$ cat src/rtl/ntsram_pkg.sv
package ntsram_pkg;
  localparam int LANES = 2;

  typedef enum logic [1:0] {
    CMD_IDLE  = 2'd0,
    CMD_READ  = 2'd1,
    CMD_WRITE = 2'd2
  } cmd_e;

  // strobes from control to datapath
  typedef struct packed {
    logic             advance;
    logic             memWe;
    logic             rdLoad;
    logic [LANES-1:0] wrLanes;
    logic [LANES-1:0] fwdLanes;
  } strobe_t;
endpackage

$ cat src/rtl/ntsram_ctrl.sv
module ntsram_ctrl
  import ntsram_pkg::*;
#(
  parameter int ADDR_W  = 6,
  parameter int BURST_W = 2,
  parameter int NUM_CE  = 3
) (
  input  logic              clk,
  input  logic              rstN,
  input  logic              clkEnN,
  input  logic [NUM_CE-1:0] chipEnN,
  input  logic              rdWrN,
  input  logic              burstAdv,
  input  logic              burstOrder,
  input  logic [LANES-1:0]  byteWrN,
  input  logic [ADDR_W-1:0] addr,
  output strobe_t           strb,
  output logic [ADDR_W-1:0] wrAddr,
  output logic [ADDR_W-1:0] rdAddr
);
  localparam int HI_W = ADDR_W - BURST_W;

  cmd_e              s1Cmd, s2Cmd, nxtCmd;
  logic [ADDR_W-1:0] s1Addr, s2Addr, nxtAddr;
  logic [LANES-1:0]  s1Lanes, s2Lanes;
  logic [HI_W-1:0]   baseHi, nxtBaseHi;
  logic [BURST_W-1:0] startOff, beat, nxtStart, nxtBeat, nxtLow;

  // command decode and burst address generation
  always_comb begin
    if (burstAdv) begin
      nxtCmd    = s1Cmd;
      nxtBaseHi = baseHi;
      nxtStart  = startOff;
      nxtBeat   = beat + BURST_W'(1);
    end else begin
      nxtCmd    = (|chipEnN) ? CMD_IDLE : (rdWrN ? CMD_READ : CMD_WRITE);
      nxtBaseHi = addr[ADDR_W-1:BURST_W];
      nxtStart  = addr[BURST_W-1:0];
      nxtBeat   = '0;
    end
    nxtLow  = burstOrder ? (nxtStart ^ nxtBeat) : (nxtStart + nxtBeat);
    nxtAddr = {nxtBaseHi, nxtLow};
  end

  always_ff @(posedge clk) begin
    if (!rstN) begin
      s1Cmd    <= CMD_IDLE;
      s2Cmd    <= CMD_IDLE;
      s1Addr   <= '0;
      s2Addr   <= '0;
      s1Lanes  <= '0;
      s2Lanes  <= '0;
      baseHi   <= '0;
      startOff <= '0;
      beat     <= '0;
    end else if (!clkEnN) begin
      s1Cmd    <= nxtCmd;
      s1Addr   <= nxtAddr;
      s1Lanes  <= ~byteWrN;
      s2Cmd    <= s1Cmd;
      s2Addr   <= s1Addr;
      s2Lanes  <= s1Lanes;
      baseHi   <= nxtBaseHi;
      startOff <= nxtStart;
      beat     <= nxtBeat;
    end
  end

  always_comb begin
    strb.advance  = !clkEnN;
    strb.memWe    = (s2Cmd == CMD_WRITE);
    strb.rdLoad   = (s1Cmd == CMD_READ);
    strb.wrLanes  = s2Lanes;
    strb.fwdLanes = (strb.memWe && (s2Addr == s1Addr)) ? s2Lanes : '0;
  end

  assign wrAddr = s2Addr;
  assign rdAddr = s1Addr;
endmodule

$ cat src/rtl/ntsram_dpath.sv
module ntsram_dpath
  import ntsram_pkg::*;
#(
  parameter int ADDR_W = 6,
  parameter int WORD_W = 18
) (
  input  logic              clk,
  input  logic              rstN,
  input  strobe_t           strb,
  input  logic [ADDR_W-1:0] wrAddr,
  input  logic [ADDR_W-1:0] rdAddr,
  input  logic [WORD_W-1:0] dataIn,
  input  logic              outEnN,
  output logic [WORD_W-1:0] dataOut,
  output logic              dataOe
);
  localparam int LANE_W = WORD_W / LANES;
  localparam int DEPTH  = 1 << ADDR_W;

  logic [LANES-1:0][LANE_W-1:0] mem [DEPTH];
  logic [LANES-1:0][LANE_W-1:0] inLanes, rdLanes;
  logic [WORD_W-1:0]            outQ;
  logic                         oeQ;

  assign inLanes = dataIn;

  // per-lane choice between the array and a write landing this edge
  for (genvar g = 0; g < LANES; g++) begin : gLane
    assign rdLanes[g] = strb.fwdLanes[g] ? inLanes[g] : mem[rdAddr][g];
  end

  always_ff @(posedge clk) begin
    if (strb.advance && strb.memWe) begin
      for (int l = 0; l < LANES; l++) begin
        if (strb.wrLanes[l]) mem[wrAddr][l] <= inLanes[l];
      end
    end
  end

  always_ff @(posedge clk) begin
    if (!rstN) begin
      oeQ  <= 1'b0;
      outQ <= '0;
    end else if (strb.advance) begin
      oeQ <= strb.rdLoad;
      if (strb.rdLoad) outQ <= rdLanes;
    end
  end

  assign dataOut = outQ;
  assign dataOe  = oeQ & ~outEnN;
endmodule

$ cat src/rtl/ntsram_core.sv
module ntsram_core
  import ntsram_pkg::*;
#(
  parameter int ADDR_W  = 6,
  parameter int WORD_W  = 18,
  parameter int BURST_W = 2,
  parameter int NUM_CE  = 3
) (
  input  logic              clk,
  input  logic              rstN,
  input  logic              clkEnN,
  input  logic [NUM_CE-1:0] chipEnN,
  input  logic              rdWrN,
  input  logic              burstAdv,
  input  logic              burstOrder,
  input  logic [LANES-1:0]  byteWrN,
  input  logic [ADDR_W-1:0] addr,
  input  logic [WORD_W-1:0] dataIn,
  input  logic              outEnN,
  output logic [WORD_W-1:0] dataOut,
  output logic              dataOe
);
  strobe_t           strb;
  logic [ADDR_W-1:0] wrAddr;
  logic [ADDR_W-1:0] rdAddr;

  ntsram_ctrl #(.ADDR_W(ADDR_W), .BURST_W(BURST_W), .NUM_CE(NUM_CE)) uCtrl (
    .clk(clk), .rstN(rstN), .clkEnN(clkEnN), .chipEnN(chipEnN),
    .rdWrN(rdWrN), .burstAdv(burstAdv), .burstOrder(burstOrder),
    .byteWrN(byteWrN), .addr(addr), .strb(strb),
    .wrAddr(wrAddr), .rdAddr(rdAddr)
  );

  ntsram_dpath #(.ADDR_W(ADDR_W), .WORD_W(WORD_W)) uDpath (
    .clk(clk), .rstN(rstN), .strb(strb), .wrAddr(wrAddr),
    .rdAddr(rdAddr), .dataIn(dataIn), .outEnN(outEnN),
    .dataOut(dataOut), .dataOe(dataOe)
  );
endmodule

$ cat config.mk
export PLATFORM = sky130hd
export DESIGN_NAME = ntsram_core
export DESIGN_NICKNAME = d
export VERILOG_FILES = /design/src/rtl/ntsram_pkg.sv /design/src/rtl/ntsram_ctrl.sv /design/src/rtl/ntsram_dpath.sv /design/src/rtl/ntsram_core.sv
export SDC_FILE = /design/constraint.sdc
export NUM_CORES = 1
export LEC_CHECK = 0
export CAP_MARGIN = 20
export CORE_ASPECT_RATIO = 1.75
export CORE_UTILIZATION = 30
export DETAILED_ROUTE_END_ITERATION = 10
export SYNTH_ARGS = -nofsm -noshare
export SYNTH_HDL_FRONTEND = slang
export SYNTH_SLANG_ARGS = --single-unit
$ cat constraint.sdc
create_clock -name clk -period 2.26 [get_ports clk]
set_input_delay 0.226 -clock clk [delete_from_list [all_inputs] [get_ports clk]]
set_output_delay 0.226 -clock clk [all_outputs]
set_load 0.005 [all_outputs]
[Word level (Yosys, flattened, before mapping)]
Memory sizes are Yosys's and may differ from the RTL's. A register that Yosys moved wholly into a read port is not among the register bits.
Cells that the tools add are included.
Cells by class
  add/sub/neg operators: 2
  equality and inequality tests: 2
  mux-type cells: 12
  bitwise logic cells: 6
  reduce and logical (&&, ||, !) cells: 6
Operator list (number)
  2-to-1 mux 2 bit: 5
  2-to-1 mux 1 bit: 6
  2-to-1 mux 4 bit: 1
  AND reduction 2 bit: 2
  NOT 1 bit: 3
  OR reduction 3 bit: 1
  adder 2 x 1 -> 2 bit, second input constant: 1
  adder 2 bit: 1
  equality test 2 x 1 -> 1 bit, second input constant: 1
  equality test 2 bit, second input constant: 1
  zero test 1 bit: 2
  NOT 2 bit: 1
  XOR 2 bit: 1
  AND 1 bit: 1
  logical AND 1 bit: 1
Word-level totals
  register bits: 29
  RAM bits: 1152
  bits of input ports: 36
  output and inout port bits: 19
  logic and storage cells: 39
  memories kept: 1
Memory list
  uDpath.mem: words 64, width 18, read ports 1, clocked after Yosys merged registers in 1, write ports 1, line ntsram_dpath.sv:20  | logic [LANES-1:0][LANE_W-1:0] mem [DEPTH];

[Depth between registers and ports, before layout]
  depth in word-level cells: 4
  mapped depth: 9
  gate-level depth less buffers: 6

[By module]
From an unflattened synthesis, not the netlist that was laid out.
Second synthesis, totals
  cells, all modules: 2328
  area total of the unflattened synthesis: 46543.4 µm²
By module, submodules not included
  ntsram_dpath: times used 1, cells an instance 2212, area each 45453.6 µm², seq. area each 34973.5 µm²
  ntsram_ctrl: times used 1, cells an instance 116, area each 1089.8 µm², seq. area each 480.5 µm²

[Least setup slack after synthesis]
No wires, ideal clock.
  kind: register -> register
  from: reg uCtrl.s2Addr[0], in the netlist uCtrl.wrAddr[0]
  to: mem uDpath.mem[26][0] in the netlist's numbering, enable pin
  setup time: 374 ps
  arrival: 1976 ps
  required time: 1886 ps
  setup slack: -90 ps
  stages on the path, launching flop included: 7
  buffers on the path: 3
  period minus slack after synthesis: 2350 ps
  cells stage by stage: dfxtp_1 -> clkbuf_1 -> or3b_2 -> clkbuf_1 -> or2_2 -> clkbuf_1 -> nor2_1
RTL lines
  start: declaration: line ntsram_ctrl.sv:24  | logic [ADDR_W-1:0] s1Addr, s2Addr, nxtAddr;
  start signal: assignment: line ntsram_ctrl.sv:62  | s2Addr <= s1Addr;
  end: declaration: line ntsram_dpath.sv:20
No word-level cell before the write port.

==> impl_metrics.prom <==
# TYPE chip_impl_metric gauge
chip_impl_info{name="status",value="finished with violations"} 1
chip_impl_info{name="violations",value="setup timing"} 1
chip_impl_metric{name="postSynthAreaPerCell",unit="sq um"} 20.4
chip_impl_info{name="cp_cell_sequence",value="buf_12 -> buf_8 -> bufbuf_16 -> mux4_2 -> a22oi_1 -> a21oi_1 -> o21ai_1 -> buf_4 -> a31oi_1"} 1
chip_impl_metric{name="route.vias.total",unit=""} 24300
chip_impl_metric{name="place.detailed.hpwl",unit="um"} 88700
chip_impl_info{name="synth_area_leaders",value="sky130_fd_sc_hd__edfxtp_1 75%, sky130_fd_sc_hd__mux4_2 13%, sky130_fd_sc_hd__dfxtp_1 1.9%"} 1
chip_impl_metric{name="drt_wl_total",unit="um"} 129000
chip_impl_metric{name="cp_depth",unit=""} 9
chip_impl_info{name="synth_ff_type",value="sky130_fd_sc_hd__edfxtp_1"} 1
chip_impl_metric{name="clock_sink_count",unit=""} 1195
chip_impl_metric{name="die_height",unit="um"} 522
chip_impl_metric{name="maxClockFrequency",unit="MHz"} 417
chip_impl_metric{name="drv_slew",unit=""} 0
chip_impl_info{name="cts_tree",value="built"} 1
chip_impl_metric{name="dr.first_iter.drc_count",unit=""} 2053
chip_impl_metric{name="syn_to_final_growth",unit="%"} 23.9
chip_impl_metric{name="io-pin-count",unit=""} 55
chip_impl_metric{name="routedWlPerCell",unit="um"} 26.3
chip_impl_metric{name="synth_sequential_area_ratio",unit=""} 0.764
chip_impl_metric{name="layout.filler_cells",unit=""} 13800
chip_impl_metric{name="yosys_warnings",unit=""} 0
chip_impl_metric{name="syn-cell-area",unit="sq um"} 46400
chip_impl_metric{name="max-clock-path-buffers",unit=""} 3
chip_impl_metric{name="synth_fp_nets",unit=""} 2316
chip_impl_metric{name="timing.final.crit_share",unit=""} 1.06
chip_impl_metric{name="grt_first_pass_wirelength",unit="um"} 182000
chip_impl_metric{name="routed_via_count_divided_by_cell_count",unit=""} 4.98
chip_impl_info{name="start_of_the_worst_register_to_register_path",value="uCtrl.rdAddr[0]$_SDFFE_PN0N_"} 1
chip_impl_info{name="cp-endpoint",value="uDpath.dataOut[17]$_SDFFE_PN0P_"} 1
chip_impl_metric{name="core-area",unit="sq um"} 153000
chip_impl_info{name="cpMaxStageDelayCell",value="sky130_fd_sc_hd__mux4_2"} 1
chip_impl_metric{name="final_setup_violation_count",unit=""} 14
chip_impl_metric{name="timing.final.ws_setup",unit="ns"} -0.136
chip_impl_metric{name="total_neg_setup_slack",unit="ns"} -0.830
chip_impl_metric{name="fin_total_pwr",unit="mW"} 45.4
chip_impl_info{name="timing.critical_path.from_type",value="flip-flop"} 1
chip_impl_info{name="r2r_end",value="uDpath.dataOut[17]$_SDFFE_PN0P_"} 1
chip_impl_metric{name="place_congestion",unit=""} 0.845
chip_impl_metric{name="start_util",unit=""} 0.303
chip_impl_metric{name="max_slew_margin",unit=""} 0.367
chip_impl_metric{name="drcViolationCount",unit=""} 0
chip_impl_metric{name="synth-edff-count",unit=""} 1152
chip_impl_metric{name="final.setup_skew",unit="ns"} 0.0330
chip_impl_metric{name="final_layout_size_suffix_gt1_frac",unit=""} 0.386
chip_impl_info{name="timing.hold.worst.start",value="dataIn[13]"} 1
chip_impl_metric{name="vdd_ir_drop_max",unit="uV"} 609
chip_impl_metric{name="area.sequential",unit="sq um"} 35500
chip_impl_metric{name="critPathMaxStageDelay",unit="ns"} 0.50
chip_impl_info{name="critical_path.startpoint",value="uCtrl.rdAddr[0]$_SDFFE_PN0N_"} 1
chip_impl_metric{name="buffer_ports.inserted",unit=""} 54
chip_impl_info{name="worstHoldPathType",value="in2reg"} 1
chip_impl_metric{name="dieWidth",unit="um"} 299
chip_impl_info{name="worst_path_dominant_cell_family",value="buffers and inverters"} 1
chip_impl_metric{name="synthesized_instance_count",unit=""} 2279
chip_impl_metric{name="regToRegSetupSlack",unit="ns"} -0.14
chip_impl_metric{name="worst_ep_required_time",unit="ns"} 2.81
chip_impl_metric{name="synth.distinct_cells",unit=""} 50
chip_impl_metric{name="pin_count_of_the_biggest_net_entering_global_routing",unit=""} 58
chip_impl_metric{name="ant_nets",unit=""} 0
chip_impl_metric{name="cp_num_buf_inv",unit=""} 4
chip_impl_metric{name="dpl_worst_slack",unit="ns"} -0.474
chip_impl_metric{name="maxCapViolations",unit=""} 0
chip_impl_metric{name="r2r.worst_path.cells",unit=""} 9
chip_impl_metric{name="worstMarginPinSlew",unit="ns"} 0.946
chip_impl_metric{name="cts_htree_levels",unit=""} 3
chip_impl_metric{name="power.static_leakage",unit="nW"} 18.0
chip_impl_metric{name="final_hold_violation_count",unit=""} 0
chip_impl_metric{name="clk-insertion-delay-late",unit="ns"} 0.72
chip_impl_metric{name="drtPass1Iterations",unit=""} 7
chip_impl_metric{name="worst-path-max-fanout",unit=""} 8
chip_impl_metric{name="grt.total_usage",unit=""} 0.163
chip_impl_metric{name="cts_buffers",unit=""} 101
chip_impl_metric{name="cp_data_arrival_time",unit="ns"} 2.95
chip_impl_metric{name="final.min_clock_period",unit="ns"} 2.40
chip_impl_metric{name="power_per_cell_area",unit="nW/um^2"} 789
chip_impl_info{name="critical_path_class",value="reg2reg"} 1
chip_impl_info{name="yosys.area.top_type",value="sky130_fd_sc_hd__edfxtp_1"} 1
chip_impl_metric{name="fin_nets",unit=""} 2818
chip_impl_metric{name="placement_rows",unit=""} 190
chip_impl_metric{name="grt_pass1_vias",unit=""} 25800
chip_impl_info{name="grt_setup_unrepaired",value="true"} 1
chip_impl_metric{name="clkSlewWorstSetupHoldPaths",unit="ns"} 0.07
chip_impl_metric{name="antenna_found_initial",unit=""} 4
chip_impl_metric{name="top_cell_type_s_share_of_synthesized_area",unit=""} 0.745
chip_impl_metric{name="post_synthesis_register_bit_count",unit=""} 1195
chip_impl_metric{name="grt.overflow.total",unit=""} 0
chip_impl_metric{name="multiInputGateArea",unit="sq um"} 10900
chip_impl_info{name="worstSetupEndpointType",value="flip-flop"} 1
chip_impl_metric{name="synth-async-reset-ratio",unit=""} 0
chip_impl_metric{name="die_outline_area",unit="sq um"} 156000
chip_impl_info{name="cell_at_the_root_of_the_clock_tree",value="sky130_fd_sc_hd__clkbuf_16"} 1
==> per-stage QoR <==
step	util	instance area, sq um	hold slack [ns]	cells
finish	0.375	57500	0.0504	4886
global route	0.375	57500	0.0400	4885
CTS	0.372	57000	0.00206	4870
detailed placement	0.343	52700	0.457	4636
global placement	0.343	52700	0.449	4636
floorplan	-	46400	0.325	2279
==> cell type report <==
| class | count | share of cell area |
|---|---|---|
| Tap cell | 2016 | 0.0438 |
| Multi-Input combinational cell | 933 | 0.189 |
| Sequential cell | 1195 | 0.617 |
| Antenna cell | 2 | 0.0000870 |
| Clock buffer | 128 | 0.0488 |
| Timing Repair Buffer | 545 | 0.0920 |
| Inverter | 5 | 0.000326 |
| Clock inverter | 62 | 0.00946 |
==> registers in the layout, summed over array words and instances, names as in the netlist <==
signal,flops
uDpath.mem,1152
uDpath.dataOut,18
uCtrl.wrAddr,6
uCtrl.baseHi,4
uCtrl.beat,2
uCtrl.rdAddr,2
uCtrl.s1Cmd,2
uCtrl.s1Lanes,2
uCtrl.s2Cmd,2
uCtrl.s2Lanes,2
uCtrl.startOff,2
uDpath.oeQ,1
==> cells in the mapped netlist, types with 3 or more instances <==
library cell	count
sky130_fd_sc_hd__a2111oi_0	6
sky130_fd_sc_hd__a211oi_1	7
sky130_fd_sc_hd__a21boi_0	18
sky130_fd_sc_hd__a21oi_1	38
sky130_fd_sc_hd__a22oi_1	66
sky130_fd_sc_hd__a31oi_1	10
sky130_fd_sc_hd__and2_1	7
sky130_fd_sc_hd__buf_1	20
sky130_fd_sc_hd__buf_2	35
sky130_fd_sc_hd__buf_4	19
sky130_fd_sc_hd__buf_6	8
sky130_fd_sc_hd__clkbuf_1	62
sky130_fd_sc_hd__dfxtp_1	43
sky130_fd_sc_hd__edfxtp_1	1152
sky130_fd_sc_hd__inv_1	5
sky130_fd_sc_hd__mux2_2	23
sky130_fd_sc_hd__mux2i_1	50
sky130_fd_sc_hd__mux4_2	271
sky130_fd_sc_hd__nand2_1	42
sky130_fd_sc_hd__nand2b_1	8
sky130_fd_sc_hd__nand3_1	19
sky130_fd_sc_hd__nand3b_1	11
sky130_fd_sc_hd__nand4_1	12
sky130_fd_sc_hd__nor2_1	172
sky130_fd_sc_hd__nor2b_1	31
sky130_fd_sc_hd__nor3_1	3
sky130_fd_sc_hd__nor4_1	19
sky130_fd_sc_hd__o21ai_0	22
sky130_fd_sc_hd__o221ai_1	18
sky130_fd_sc_hd__o22ai_1	31
sky130_fd_sc_hd__or2_2	13
sky130_fd_sc_hd__or3_1	4
sky130_fd_sc_hd__or3b_2	6
sky130_fd_sc_hd__xnor2_1	7
==> per-layer routing <==
| layer | part of all wire | vias up | global-route usage | routed length, um |
|---|---|---|---|---|
| met2 | 0.57 | 783 | 0.320 | 72700 |
| met5 | 0.000093 | - | 0 | 12 |
| met3 | 0.041 | 252 | 0.0197 | 5260 |
| met1 | 0.34 | 12900 | 0.165 | 43400 |
| li1 | - | 10400 | - | - |
| met4 | 0.057 | 2 | 0.0857 | 7320 |
==> where the power goes <==
part / switching, mW / internal (mW)
Sequential: 0.0351 / 24.3
Clock: 8.04 / 9.65
Combinational: 1.82 / 1.58
Total: 9.89 / 35.5
==> cells by family (layout without fill, tap and decap cells) <==
| family | count (synthesis) | count (layout) | share of synthesized area |
|---|---|---|---|
| flip-flops | 1195 | 1195 | 0.764 |
| multiplexers | 344 | 344 | 0.148 |
| buffers and inverters | 151 | 740 | 0.0165 |
| AND/OR/NAND/NOR | 354 | 354 | 0.0369 |
| other | 0 | 2 | 0 |
| adder cells (fa/ha/maj) | 1 | 1 | 0.000269 |
| AO/OA/AOI/OAI | 226 | 226 | 0.0331 |
| XOR/XNOR | 8 | 8 | 0.00183 |
==> what timing repair did <==
item / 4_1_cts / 5_1_grt
setup endpoints to repair: 18 / 18
resized for setup: 112 / 84
setup buffers: 32 / 19
cloned: 7 / 2
hold buffers: 5 / 0
pin swaps: 30 / 54
endpoints found under the hold margin: 33 / 0
==> placed cells by master, fill, tap and decap left out, types with 16 or more instances in the layout <==
master / Yosys / routed
sky130_fd_sc_hd__mux2_2: 23 / 23
sky130_fd_sc_hd__mux4_2: 271 / 271
sky130_fd_sc_hd__clkdlybuf4s50_1: 0 / 36
sky130_fd_sc_hd__nand2_1: 42 / 41
sky130_fd_sc_hd__nor2b_1: 31 / 29
sky130_fd_sc_hd__mux2i_1: 50 / 42
sky130_fd_sc_hd__a22oi_1: 66 / 28
sky130_fd_sc_hd__a21oi_1: 38 / 27
sky130_fd_sc_hd__dfxtp_1: 43 / 37
sky130_fd_sc_hd__buf_12: 0 / 63
sky130_fd_sc_hd__nor2_1: 172 / 155
sky130_fd_sc_hd__clkbuf_16: 0 / 108
sky130_fd_sc_hd__clkinv_2: 0 / 17
sky130_fd_sc_hd__buf_2: 35 / 18
sky130_fd_sc_hd__buf_4: 19 / 390
sky130_fd_sc_hd__clkinv_1: 0 / 18
sky130_fd_sc_hd__o221ai_1: 18 / 18
sky130_fd_sc_hd__a22oi_2: 0 / 38
sky130_fd_sc_hd__o22ai_1: 31 / 16
sky130_fd_sc_hd__edfxtp_1: 1152 / 1152
==> worst min path at each step <==
| stage | to | cells after the start | slack [ns] |
|---|---|---|---|
| 5_1_grt | uDpath.mem[63][13]$_DFFE_PP_ | 1 | 0.04 |
| 4_1_cts | uDpath.mem[59][13]$_DFFE_PP_ | 1 | 0.002 |
| 3_5_place_dp | uCtrl.startOff[0]$_SDFFE_PN0N_ | 2 | 0.46 |
| 6_report | uDpath.mem[59][13]$_DFFE_PP_ | 1 | 0.05 |
| 3_3_place_gp | uCtrl.startOff[0]$_SDFFE_PN0N_ | 2 | 0.45 |
| 2_1_floorplan | uDpath.mem[0][0]$_DFFE_PP_ | 0 | 0.32 |
Note: power is estimated with default switching activity, not from simulation.
